`src/rtl/crr_pkg.sv`:
```
package crr_pkg;

    typedef enum logic {
        ST_IDLE  = 1'b0,
        ST_SHIFT = 1'b1
    } rd_state_e;

    // index width that never collapses to zero bits
    function automatic int unsigned idx_w(input int unsigned n);
        return (n > 1) ? $clog2(n) : 1;
    endfunction

endpackage

```
`src/rtl/crr_dclk_gen.sv`:
```
module crr_dclk_gen
    import crr_pkg::*;
#(
    parameter int HALF_CYC = 2
) (
    input  logic clk,
    input  logic rst_n,
    input  logic run,     // more bits wanted
    input  logic guard,   // quiet window
    input  logic hold,    // output slot busy, do not start the next rise
    output logic dclk,
    output logic rise     // dclk goes high at the coming edge: sample now
);
    localparam int CW = idx_w(HALF_CYC);
    localparam logic [CW-1:0] PH_LAST = CW'(HALF_CYC - 1);

    typedef struct packed {
        logic          dclk;
        logic [CW-1:0] cnt;
    } gen_s;

    gen_s q, d;

    always_comb begin
        d    = q;
        rise = 1'b0;
        if (guard) begin
            // force low at once; restart a full low phase afterwards
            d.dclk = 1'b0;
            d.cnt  = '0;
        end else if (q.dclk) begin
            if (q.cnt == PH_LAST) begin
                d.dclk = 1'b0;
                d.cnt  = '0;
            end else begin
                d.cnt = q.cnt + 1'b1;
            end
        end else if (run) begin
            if (q.cnt == PH_LAST) begin
                if (!hold) begin
                    d.dclk = 1'b1;
                    d.cnt  = '0;
                    rise   = 1'b1;
                end
            end else begin
                d.cnt = q.cnt + 1'b1;
            end
        end else begin
            d.cnt = '0;
        end
    end

    always_ff @(posedge clk or negedge rst_n) begin
        if (!rst_n) begin
            q <= '0;
        end else begin
            q <= d;
        end
    end

    assign dclk = q.dclk;

endmodule

```
`src/rtl/crr_word_asm.sv`:
```
module crr_word_asm
    import crr_pkg::*;
#(
    parameter int WORD_W   = 20,
    parameter int NARROW_W = 16
) (
    input  logic              clk,
    input  logic              rst_n,
    input  logic              start,
    input  logic              wide,
    input  logic              capture,
    input  logic              sdo,
    output logic              last_bit,
    output logic              word_done,
    output logic [WORD_W-1:0] word
);
    localparam int BW    = idx_w(WORD_W);
    localparam int SHIFT = WORD_W - NARROW_W;

    typedef struct packed {
        logic [BW-1:0]     bcnt;
        logic [WORD_W-1:0] sh;
    } asm_s;

    asm_s q, d;

    logic [BW-1:0]     bit_last;
    logic [WORD_W-1:0] full;
    logic [WORD_W-1:0] raw;

    always_comb begin
        bit_last  = wide ? BW'(WORD_W - 1) : BW'(NARROW_W - 1);
        last_bit  = (q.bcnt == bit_last);
        full      = {q.sh[WORD_W-2:0], sdo};
        // narrow words are left-aligned so both formats share one scale
        raw       = wide ? full : (full << SHIFT);
        word      = {~raw[WORD_W-1], raw[WORD_W-2:0]};
        word_done = capture && last_bit;

        d = q;
        if (start) begin
            d.bcnt = '0;
        end else if (capture) begin
            d.sh   = full;
            d.bcnt = last_bit ? '0 : q.bcnt + 1'b1;
        end
    end

    always_ff @(posedge clk or negedge rst_n) begin
        if (!rst_n) begin
            q <= '0;
        end else begin
            q <= d;
        end
    end

endmodule

```
`src/rtl/chain_result_reader.sv`:
```
module chain_result_reader
    import crr_pkg::*;
#(
    parameter int NUM_DEV    = 2,
    parameter int CH_PER_DEV = 64,
    parameter int WORD_W     = 20,
    parameter int NARROW_W   = 16,
    parameter int HALF_CYC   = 2,
    localparam int CHW       = idx_w(CH_PER_DEV),
    localparam int DEVW      = idx_w(NUM_DEV)
) (
    input  logic              clk,
    input  logic              rst_n,
    input  logic              fmt_wide,
    input  logic              dvalid_n,
    input  logic              guard,
    input  logic              sdo,
    output logic              dclk,
    output logic              m_valid,
    input  logic              m_ready,
    output logic [WORD_W-1:0] m_data,
    output logic [CHW-1:0]    m_chan,
    output logic [DEVW-1:0]   m_dev,
    output logic              m_last,
    output logic              err_overrun
);
    localparam logic [CHW-1:0]  CH_LAST  = CHW'(CH_PER_DEV - 1);
    localparam logic [DEVW-1:0] DEV_LAST = DEVW'(NUM_DEV - 1);

    typedef struct packed {
        rd_state_e         st;
        logic              dv;
        logic              wide;
        logic              done;
        logic [CHW-1:0]    chan;
        logic [DEVW-1:0]   dev;
        logic              ov;
        logic [WORD_W-1:0] data;
        logic [CHW-1:0]    ochan;
        logic [DEVW-1:0]   odev;
        logic              olast;
        logic              err;
    } rd_s;

    rd_s q, d;

    logic              dv_fall, start_rd, run, hold, rise;
    logic              last_bit, word_done;
    logic [WORD_W-1:0] word;

    crr_dclk_gen #(
        .HALF_CYC (HALF_CYC)
    ) u_clkgen (
        .clk   (clk),
        .rst_n (rst_n),
        .run   (run),
        .guard (guard),
        .hold  (hold),
        .dclk  (dclk),
        .rise  (rise)
    );

    crr_word_asm #(
        .WORD_W   (WORD_W),
        .NARROW_W (NARROW_W)
    ) u_asm (
        .clk       (clk),
        .rst_n     (rst_n),
        .start     (start_rd),
        .wide      (q.wide),
        .capture   (rise),
        .sdo       (sdo),
        .last_bit  (last_bit),
        .word_done (word_done),
        .word      (word)
    );

    always_comb begin
        dv_fall  = q.dv && !dvalid_n;
        start_rd = dv_fall && (q.st == ST_IDLE);
        run      = (q.st == ST_SHIFT) && !q.done;
        hold     = last_bit && q.ov;

        d     = q;
        d.dv  = dvalid_n;
        d.err = dv_fall && (q.st != ST_IDLE);

        if (q.ov && m_ready) begin
            d.ov = 1'b0;
        end

        if (start_rd) begin
            d.st   = ST_SHIFT;
            d.wide = fmt_wide;
            d.done = 1'b0;
            d.chan = '0;
            d.dev  = '0;
        end

        if (word_done) begin
            d.ov    = 1'b1;
            d.data  = word;
            d.ochan = q.chan;
            d.odev  = q.dev;
            d.olast = (q.chan == CH_LAST) && (q.dev == DEV_LAST);
            if (q.chan == CH_LAST) begin
                d.chan = '0;
                if (q.dev == DEV_LAST) begin
                    d.done = 1'b1;
                end else begin
                    d.dev = q.dev + 1'b1;
                end
            end else begin
                d.chan = q.chan + 1'b1;
            end
        end

        // leave only once the final high phase is over
        if ((q.st == ST_SHIFT) && q.done && !dclk) begin
            d.st = ST_IDLE;
        end
    end

    always_ff @(posedge clk or negedge rst_n) begin
        if (!rst_n) begin
            q    <= '0;
            q.dv <= 1'b1;
        end else begin
            q <= d;
        end
    end

    assign m_valid     = q.ov;
    assign m_data      = q.data;
    assign m_chan      = q.ochan;
    assign m_dev       = q.odev;
    assign m_last      = q.olast;
    assign err_overrun = q.err;

endmodule

```
`config.mk`:
```
export PLATFORM = sky130hd
export DESIGN_NAME = chain_result_reader
export DESIGN_NICKNAME = d
export VERILOG_FILES = /design/src/rtl/crr_pkg.sv /design/src/rtl/crr_dclk_gen.sv /design/src/rtl/crr_word_asm.sv /design/src/rtl/chain_result_reader.sv
export SDC_FILE = /design/constraint.sdc
export NUM_CORES = 1
export LEC_CHECK = 0
export ABC_AREA = 0
export BUFFER_PORTS_ARGS = -buffer_cell sky130_fd_sc_hd__buf_2
export CORE_MARGIN = 4
export CORE_UTILIZATION = 61
export DETAILED_ROUTE_END_ITERATION = 8
export HOLD_SLACK_MARGIN = 0.06
export PLACE_DENSITY = 0.82
export SYNTH_ARGS = -nofsm -noshare
export SYNTH_HDL_FRONTEND = slang
export SYNTH_SLANG_ARGS = --single-unit
```
`constraint.sdc`:
```
create_clock -name clk -period 4.7 [get_ports clk]
set_input_delay 0.47 -clock clk [delete_from_list [all_inputs] [get_ports clk]]
set_output_delay 0.47 -clock clk [all_outputs]
set_load 0.01 [all_outputs]
```
==> impl_metrics.tcl, run 1 <==
set metrics [dict create \
    cts_buffer_depth 2 \
    leakagePower_uw 0.001634 \
    syn2layout_area_growth_pct 6.560 \
    cts_buffers 9 \
    grt_max_degree 68 \
    cts_tree "done" \
    cts_hold_buf 0 \
    cp_max_fo 23 \
    synth_common_cells "dfrtp_1 (66), nand2_1 (43), mux2_2 (27), o21ai_0 (27), buf_4 (26)" \
    rsz0062_at_grt "false" \
    crit_slowest_cell "dfrtp_1" \
    synth_warnings 0 \
    grt_pass1_wl_mm 9.611 \
    path_class "reg2reg" \
    endpoint_kind "register" \
    finalInstanceArea_mm2 0.003333 \
    port_buffers 37 \
    drtPass1Iterations 4 \
    setup_viol 0 \
    die_area_mm2 0.006338 \
    tightest_slew_ns 0.9491 \
    synth_seq_cells 67 \
    synthSimpleGateAreaFrac_pct 13.92 \
    synth_nets 288 \
    drv_cap 0 \
    required_ns 4.93 \
    dp_slack_ns 1.947 \
    first_iter_violations 189 \
    p_switching_uw 336.1 \
    synthMuxAreaShare_pct 14.52 \
    yosysUniqueCellTypes 42 \
    clkSinkCount 67 \
    synth_fa_ha_area_share_pct 0.8000 \
    synth_area_leaders "dfrtp_1 (53%), mux2_2 (9.7%), buf_4 (6.2%)" \
    async_flop_share_pct 100.0 \
    run_status "complete, no violations" \
    synth_top_family_by_area "multiplexers" \
    drt-wirelength-per-cell_um 15.07 \
    fin_crit_sh_pct 58.83 \
    final_nets 299 \
    hold_path.class "in2reg" \
    fmax_mhz 361.7 \
    hold_viol 0 \
    fin_crit_ns 2.765 \
    reg2regPathDepth 4 \
    vias_per_cell 5.605 \
    peakVddDrop_mv 0.2711 \
    wirelength_mm 5.454 \
    num_vias 2029 \
    startpoint_type "register" \
    synth-xor-area-share_pct 0.2800 \
    die_h_um 79.61 \
    design.core.area_mm2 0.004848 \
    p_comb_share_pct 10.3 \
    grt_pass1_vias 2022 \
    drive_above_1_share_pct 30.17 \
    cellPowerDensity_mw_per_mm2 389.9 \
    yosysTopAreaCell "dfrtp_1" \
    htreeDepth 3 \
    swShare_pct 25.86 \
    synth_ff_type "dfrtp_1" \
    synth_top_area_share_pct 52.80 \
    synth.most_common_cell "dfrtp_1" \
    holdWs_ns 0.2443 \
    clk_pin_slew_worst_paths_ns 0.07 \
    power.internal_uw 963.6 \
    fin_skew_ns 0.008135 \
    ant_nets 0 \
    synth-edff-count 0 \
    max_stage_delay_ns 0.97 \
    gr-total-overflow 0 \
    drc 0 \
    yosysSeqAreaShare_pct 53.64 \
    pwr-share-seq_pct 53.6 \
    start_util_pct 64.52 \
    rows 25 \
    post_cts_buffers 0 \
    cts_resized 0 \
    slew_viol_final 0 \
    syn_inst 279 \
    r2r_start "q[38]" \
    ios 38 \
    place_area_mm2 0.003139 \
    whs_path_depth 1 \
    critPathTopFamily "flip-flops" \
    relSlewSlack_pct 36.73 \
    avgSynthCellArea_um2 11.21 \
    p_clk_share_pct 36.1 \
    hpwl_mm 3.527 \
    gp_routability_congestion 0.8476 \
    synth.cell_area_mm2 0.003128 \
    arrival_ns 2.99 \
    num-fill-cells 363 \
    diodes 0 \
    synth_compound_area_share_pct 7.760 \
    setup_ws_ns 1.935 \
    tns_ns 0 \
    crit_path_start "q[38]" \
    hold_start "dvalid_n" \
    critPathBufInv 0 \
    crit_chain "and4bb_4, o21ai_4, o21a_1, mux2_2" \
    grt_usage_pct 19.72 \
    cts-root-buf "clkbuf_8" \
    clk_latency_ns 0.34 \
    fp.dieW_um 79.61 \
    path_depth 4 \
    antenna_found_initial 0 \
]
==> final timing paths <==
path / end / slack, ns
min: q[39] / 0.24
max reg2reg: u_asm.full[3] / 1.93
min in group asynchronous: m_chan[2] / 0.31
max in group asynchronous: m_data[0] / 3.87
max: u_asm.full[3] / 1.93
min reg2reg: m_data[0] / 0.47
==> cells by family after synthesis <==
family	Yosys count
buf+inv	42
fa+ha+maj	2
compound gates	40
xor+xnor	1
flops	67
mux	42
simple gates	85
==> worst reg2reg max path, cell delays in order (launching register included) <==
cell	delay [ns]
dfrtp_1	0.97
and4bb_4	0.33
o21ai_4	0.22
o21a_1	0.71
mux2_2	0.42
==> power by group through the flow <==
stage,Sequential (uW),Combinational [uW],Clock [uW]
after floorplan,686,104,0
after global routing,704,153,505
final,697,134,469
after global placement,703,130,0
after detailed placement,706,134,0
after CTS,695,135,474
==> metrics by stage <==
stage                     total power [uW]  std cells  utilization, %
after floorplan                      790.3        279               -
after global placement               833.3        346           64.75
after detailed placement             840.3        346           64.75
after CTS                             1304        362           68.75
after global routing                  1363        362           68.75
final                                 1300        362           68.75
==> layer usage <==
| metal | part of all wire (%) | GRT usage, % | vias up |
|---|---|---|---|
| met2 | 47 | 30.97 | 44 |
| met1 | 47 | 26.22 | 1010 |
| met3 | 4.6 | 5.418 | 8 |
| met5 | 0 | 0 | - |
| met4 | 1.5 | 7.216 | 0 |
| li1 | - | - | 967 |
==> placed cells by master (no fill, tap or decap), drive strengths merged, types with 11 or more instances in the layout <==
| master | netlist | final |
|---|---|---|
| dfrtp | 66 | 66 |
| o21ai | 28 | 28 |
| nand2 | 43 | 43 |
| mux2 | 27 | 27 |
| nand3 | 17 | 17 |
| clkbuf | 5 | 11 |
| buf | 34 | 39 |
| mux2i | 15 | 15 |
==> final cells by class <==
type	count	area (um2)	share of cell area (%)
sequential	67	1678	50.34
inverter	3	11.26	0.3378
tap	67	83.83	2.515
timing repair buffer	39	200.2	6.006
multi-input combinational	170	1166	34.98
clock buffer	11	141.4	4.242
clock inverter	5	52.55	1.577
==> flip-flops by register name (all words and copies together) (netlist names) <==
register and cells:
m_chan 6, u_clkgen.dclk 1, m_data 20, u_clkgen.q 1
u_asm.full 19, q 11, err_overrun 1, u_asm.q 5
m_dev 1, m_valid 1, m_last 1
No activity file was read; power rests on OpenSTA's default activity.
==> inputs of run 2 (changes only) <==
--- a/config.mk
+++ b/config.mk
@@ -8,10 +8,10 @@
 export ABC_AREA = 0
 export BUFFER_PORTS_ARGS = -buffer_cell sky130_fd_sc_hd__buf_2
 export CORE_MARGIN = 4
-export CORE_UTILIZATION = 61
+export CORE_UTILIZATION = 57
 export DETAILED_ROUTE_END_ITERATION = 8
 export HOLD_SLACK_MARGIN = 0.06
-export PLACE_DENSITY = 0.82
+export PLACE_DENSITY = 0.77
 export SYNTH_ARGS = -nofsm -noshare
 export SYNTH_HDL_FRONTEND = slang
 export SYNTH_SLANG_ARGS = --single-unit
==> constraint.sdc (replaced) <==
create_clock -name clk -period 2.82 [get_ports clk]
set_input_delay 0.282 -clock clk [delete_from_list [all_inputs] [get_ports clk]]
set_output_delay 0.282 -clock clk [all_outputs]
set_load 0.01 [all_outputs]
==> impl_metrics.tcl, run 2 (synthesized netlist as in run 1, its figures left out) <==
set metrics [dict create \
    whs_path_depth 2 \
    r2r_start "u_asm.q[20]" \
    fp.dieW_um 82.08 \
    drv_cap 0 \
    grt_pass1_wl_mm 9.390 \
    cts_buffer_depth 2 \
    drc 0 \
    fin_util_pct 64.78 \
    pwr-share-seq_pct 55.1 \
    p_comb_share_pct 10.8 \
    required_ns 3.05 \
    power.internal_uw 1522 \
    diodes 0 \
    first_iter_violations 142 \
    mostFrequentLayoutCell "dfrtp_1" \
    cp_max_fo 20 \
    reg2reg_to "q[34]" \
    setup_viol 0 \
    final_nets 305 \
    fin_crit_sh_pct 75.48 \
    ios 38 \
    cts-root-buf "clkbuf_8" \
    grt_pass1_vias 1992 \
    htreeDepth 3 \
    peakVddDrop_mv 0.4328 \
    num_vias 2043 \
    clk_pin_slew_worst_paths_ns 0.07 \
    hpwl_mm 3.749 \
    tightest_slew_ns 0.8228 \
    crit_slowest_cell "dfrtp_1" \
    swShare_pct 27.71 \
    wirelength_mm 5.548 \
    antenna_found_initial 0 \
    drtPass1Iterations 4 \
    grt_max_degree 32 \
    hold_path.class "in2reg" \
    gp_routability_congestion 0.7273 \
    vias_per_cell 5.507 \
    startpoint_type "register" \
    grt_usage_pct 18.94 \
    fmax_mhz 469.8 \
    cts_tree "done" \
    drt-wirelength-per-cell_um 14.95 \
    clkSinkCount 67 \
    die_area_mm2 0.006737 \
    crit_chain "ha_1, nor3b_2, o211ai_2, and3_1, or3_1" \
    fin_crit_ns 2.129 \
    cts_buffers 9 \
    max_stage_delay_ns 0.40 \
    hold_end "m_valid" \
    ant_nets 0 \
    design.core.area_mm2 0.005205 \
    gr-total-overflow 0 \
    r2r_slack_ns 0.69 \
    slew_viol_final 0 \
    path_class "reg2reg" \
    p_switching_uw 583.3 \
    leakagePower_uw 0.001647 \
    p_clk_share_pct 34.2 \
    post_cts_buffers 0 \
    run_status "complete, no violations" \
    cts_resized 0 \
    layout_common_cells "dfrtp_1 (66), nand2_1 (43), buf_2 (37), o21ai_0 (27), mux2_2 (27)" \
    die_h_um 82.08 \
    rsz0062_at_grt "false" \
    critPathTopFamily "simple AND/OR/NAND/NOR gates" \
    start_util_pct 60.10 \
    clk_latency_ns 0.35 \
    critPathBufInv 0 \
    relSlewSlack_pct 44.98 \
    fin_skew_ns 0.01118 \
    hold_start "m_ready" \
    rows 26 \
    syn2layout_area_growth_pct 7.800 \
    cts_hold_buf 2 \
    hold_viol 0 \
    largest_reg_flops 20 \
    tns_ns 0 \
    port_buffers 37 \
    cellPowerDensity_mw_per_mm2 624.3 \
    drive_above_1_share_pct 31.23 \
    arrival_ns 2.36 \
    reg2regPathDepth 5 \
    endpoint_kind "register" \
]
## run 2: changes by cell type in the layout (fill, tap and decap cells not counted)
cell,before,now
clkbuf_1,1,0
buf_4,2,6
clkinv_2,3,2
clkinv_4,0,1
bufinv_16,1,0
clkinvlp_4,1,3
dlygate4sd3_1,0,2
## run 2: final cells by class
type                    instances  area (um2)
fillers                       417        1833
flip-flops and latches         67        1678
multi-input cells             170        1166
repair buffers                 45       250.2
clock buffers                  10       137.6
well taps                      70       87.58
clock inverters                 6       41.29
inverters                       3       11.26
## run 2: worst register-to-register path: stages, from the launching register on
cell      delay (ns)
dfrtp_1         0.40
ha_1            0.30
nor3b_2         0.26
o211ai_2        0.37
and3_1          0.34
or3_1           0.35
## run 2: power by group through the flow
| stage | combinational [uW] | clock [uW] | sequential, uW |
|---|---|---|---|
| floorplan | 174 | 0 | 1140 |
| global placement | 220 | 0 | 1170 |
| detailed placement | 229 | 0 | 1180 |
| CTS | 232 | 729 | 1160 |
| global route | 262 | 777 | 1180 |
| finish | 227 | 719 | 1160 |
## run 2: worst max-delay path by stage
stage | to | cells after the start | slack, ns | from
5_1_grt | m_data[9] | 4 | 0.48 | u_clkgen.dclk
4_1_cts | q[31] | 4 | 0.71 | u_clkgen.dclk
6_report | q[34] | 5 | 0.69 | u_asm.q[20]
3_3_place_gp | q[34] | 5 | 0.77 | u_asm.q[20]
2_1_floorplan | u_asm.full[10] | 5 | 1.07 | u_clkgen.dclk
3_5_place_dp | q[34] | 5 | 0.73 | u_asm.q[20]
## run 2: through the flow
step | total power [uW] | hold slack, ns | area, um2 | setup WS (ns) | cells
floorplan | 1317 | -0.01359 | 3128 | 1.067 | 279
global placement | 1390 | 0.2241 | 3173 | 0.7724 | 353
detailed placement | 1406 | 0.2269 | 3173 | 0.7303 | 353
CTS | 2119 | 0.1137 | 3372 | 0.7101 | 371
global route | 2216 | 0.1264 | 3372 | 0.4809 | 371
finish | 2105 | 0.1304 | 3372 | 0.6914 | 371
## run 2: routing by layer
metal	routed length [um]	track usage [%]	vias up	part of all wire, %
met5	0	0	-	0
met4	108	9.302	0	1.9
met3	230	4.605	10	4.1
met2	2573	29.32	37	46
met1	2635	24.96	1016	47
li1	-	-	980	-
==> inputs of run 3 (changes only) <==
--- a/config.mk
+++ b/config.mk
@@ -5,13 +5,13 @@
 export SDC_FILE = /design/constraint.sdc
 export NUM_CORES = 1
 export LEC_CHECK = 0
-export ABC_AREA = 0
+export ABC_AREA = 1
 export BUFFER_PORTS_ARGS = -buffer_cell sky130_fd_sc_hd__buf_2
 export CORE_MARGIN = 4
-export CORE_UTILIZATION = 57
+export CORE_UTILIZATION = 58
 export DETAILED_ROUTE_END_ITERATION = 8
 export HOLD_SLACK_MARGIN = 0.06
-export PLACE_DENSITY = 0.77
+export PLACE_DENSITY = 0.79
 export SYNTH_ARGS = -nofsm -noshare
 export SYNTH_HDL_FRONTEND = slang
 export SYNTH_SLANG_ARGS = --single-unit
==> constraint.sdc (replaced) <==
create_clock -name clk -period 1.97 [get_ports clk]
set_input_delay 0.197 -clock clk [delete_from_list [all_inputs] [get_ports clk]]
set_output_delay 0.197 -clock clk [all_outputs]
set_load 0.01 [all_outputs]
==> impl_metrics.tcl, run 3 <==
set metrics [dict create \
    run_status "complete, no violations" \
    cts_buffers 9 \
    htreeDepth 3 \
    fin_util_pct 65.84 \
    finalPower_uw 3538 \
    yosysTopAreaCell "dfrtp_1" \
    port_buffers 37 \
    slew_viol_final 0 \
    synth.cell_area_mm2 0.003157 \
    die_area_mm2 0.006687 \
    synth.most_common_cell "nand2_1" \
    synth_nets 393 \
    largest_reg_flops 20 \
    design.core.area_mm2 0.005205 \
    holdWs_ns 0.1258 \
    multi_input_area_mm2 0.001070 \
    first_iter_violations 135 \
    layout_common_cells "nand2_1 (149), dfrtp_1 (66), o21ai_0 (41), buf_2 (37), inv_1 (29)" \
    place_area_mm2 0.003209 \
    diodes 0 \
    max_stage_delay_ns 0.40 \
    antenna_found_initial 0 \
    setup_viol 0 \
    drc 0 \
    grt_usage_pct 19.83 \
    peakVddDrop_mv 0.5831 \
    cts-root-buf "clkbuf_8" \
    hold_viol 0 \
    rsz0062_at_grt "false" \
    gp_routability_congestion 0.8320 \
    drtPass1Iterations 4 \
    syn_inst 384 \
    crit_chain "ha_1, nand4_2, nand3_2, nor2_4, nand2_2, buf_12, nand3_1, nand2_1" \
    final_nets 410 \
    cp_max_fo 31 \
    seqCellArea_mm2 0.001678 \
    arrival_ns 1.96 \
    tns_ns 0 \
    drv_cap 0 \
    leakagePower_uw 0.001884 \
    path_class "reg2reg" \
    yosysSeqAreaShare_pct 53.15 \
    grt_pass1_vias 2248 \
    start_util_pct 60.65 \
    cellPowerDensity_mw_per_mm2 1033 \
    grt_max_degree 35 \
    wirelength_mm 5.709 \
    critPathTopFamily "simple AND/OR/NAND/NOR gates" \
    tightest_slew_ns 0.6311 \
    clkSinkCount 67 \
    async_flop_share_pct 100.0 \
    hold_path.class "in2reg" \
    cts_buffer_depth 2 \
    syn2layout_area_growth_pct 8.561 \
    grt_pass1_wl_mm 9.873 \
    synth_warnings 0 \
    synth_area_leaders "dfrtp_1 (52%), nand2_1 (18%), buf_4 (6.7%)" \
    required_ns 2.19 \
    synth-edff-count 0 \
    critPathBufInv 1 \
    ant_nets 0 \
    drt-wirelength-per-cell_um 11.99 \
    synth_common_cells "nand2_1 (149), dfrtp_1 (66), o21ai_0 (41)" \
    vias_per_cell 4.958 \
    mostFrequentLayoutCell "nand2_1" \
    synth_seq_cells 67 \
    clk_latency_ns 0.34 \
    crit_slowest_cell "dfrtp_1" \
    die_h_um 81.78 \
    clk_pin_slew_worst_paths_ns 0.06 \
    gr-total-overflow 0 \
    fin_crit_ns 1.737 \
    cts_tree "done" \
    fin_skew_ns 0.005066 \
    endpoint_kind "register" \
    avgSynthCellArea_um2 8.221 \
    ios 38 \
    finalInstanceArea_mm2 0.003427 \
    startpoint_type "register" \
    yosysUniqueCellTypes 22 \
    fp.dieW_um 81.78 \
    hpwl_mm 3.914 \
    synth_top_area_share_pct 52.32 \
    num_vias 2360 \
    fmax_mhz 575.7 \
    num-fill-cells 451 \
    rows 26 \
    relSlewSlack_pct 57.93 \
    cts_resized 0 \
    drive_above_1_share_pct 17.00 \
    synth_ff_type "dfrtp_1" \
    fin_crit_sh_pct 88.18 \
]
==> run 3: final cells by class <==
type,count,share of cell area (%)
clock buffers,14,4.454
clock inverters,2,1.022
inverters,31,3.395
multi-input cells,244,31.22
flip-flops and latches,67,48.96
well taps,70,2.556
repair buffers,48,8.397
==> run 3: final timing paths <==
check,slack (ns),start,to,cells past startpoint
setup / recovery,0.23,u_asm.q[20],q[32],8
hold / removal,0.13,fmt_wide,q[38],3
setup reg to reg,0.23,u_asm.q[20],q[32],8
hold reg to reg,0.46,m_data[10],m_data[10],2
max in group asynchronous,0.92,rst_n,q[38],3
min in group asynchronous,0.41,rst_n,m_valid,2
==> run 3: power breakdown <==
part           total [uW]  leakage [uW]  internal (uW)  switching, uW
Combinational         699      0.000885            255            444
Clock                1090     0.0000947            619            467
Sequential           1750      0.000904           1590            167
Total                3540       0.00188           2460           1080
==> run 3: cells by family after synthesis <==
family                   count (synthesis)  synth area share (%)
buffers and inverters                   73                 12.96
adder cells (fa/ha/maj)                  2                0.7926
flip-flops                              67                 53.15
AND/OR/NAND/NOR                        196                 25.68
AO/OA/AOI/OAI                           45                 7.134
XOR/XNOR                                 1                0.2775
==> run 3: through the flow <==
stage | instances | setup WS [ns]
global placement | 457 | 0.3317
global route | 476 | 0.1053
CTS | 476 | 0.2341
finish | 476 | 0.2329
detailed placement | 457 | 0.2558
floorplan | 384 | 0.4608
==> run 3: worst register-to-register path: stages (launching register included) <==
cell,delay [ns]
dfrtp_1,0.40
ha_1,0.27
nand4_2,0.15
nand3_2,0.12
nor2_4,0.18
nand2_2,0.16
buf_12,0.20
nand3_1,0.08
nand2_1,0.06
==> run 3: timing repair <==
action / CTS / global route
buffers inserted: 0 / 0
hold buffers: 3 / 0
hold endpoints to repair: 27 / 0
==> run 3: metal layers <==
metal	vias up	track usage (%)	wire, um
met5	-	0	0
li1	1206	-	-
met4	0	9.967	134
met2	53	31.34	2662
met1	1089	25.84	2658
met3	12	4.276	254
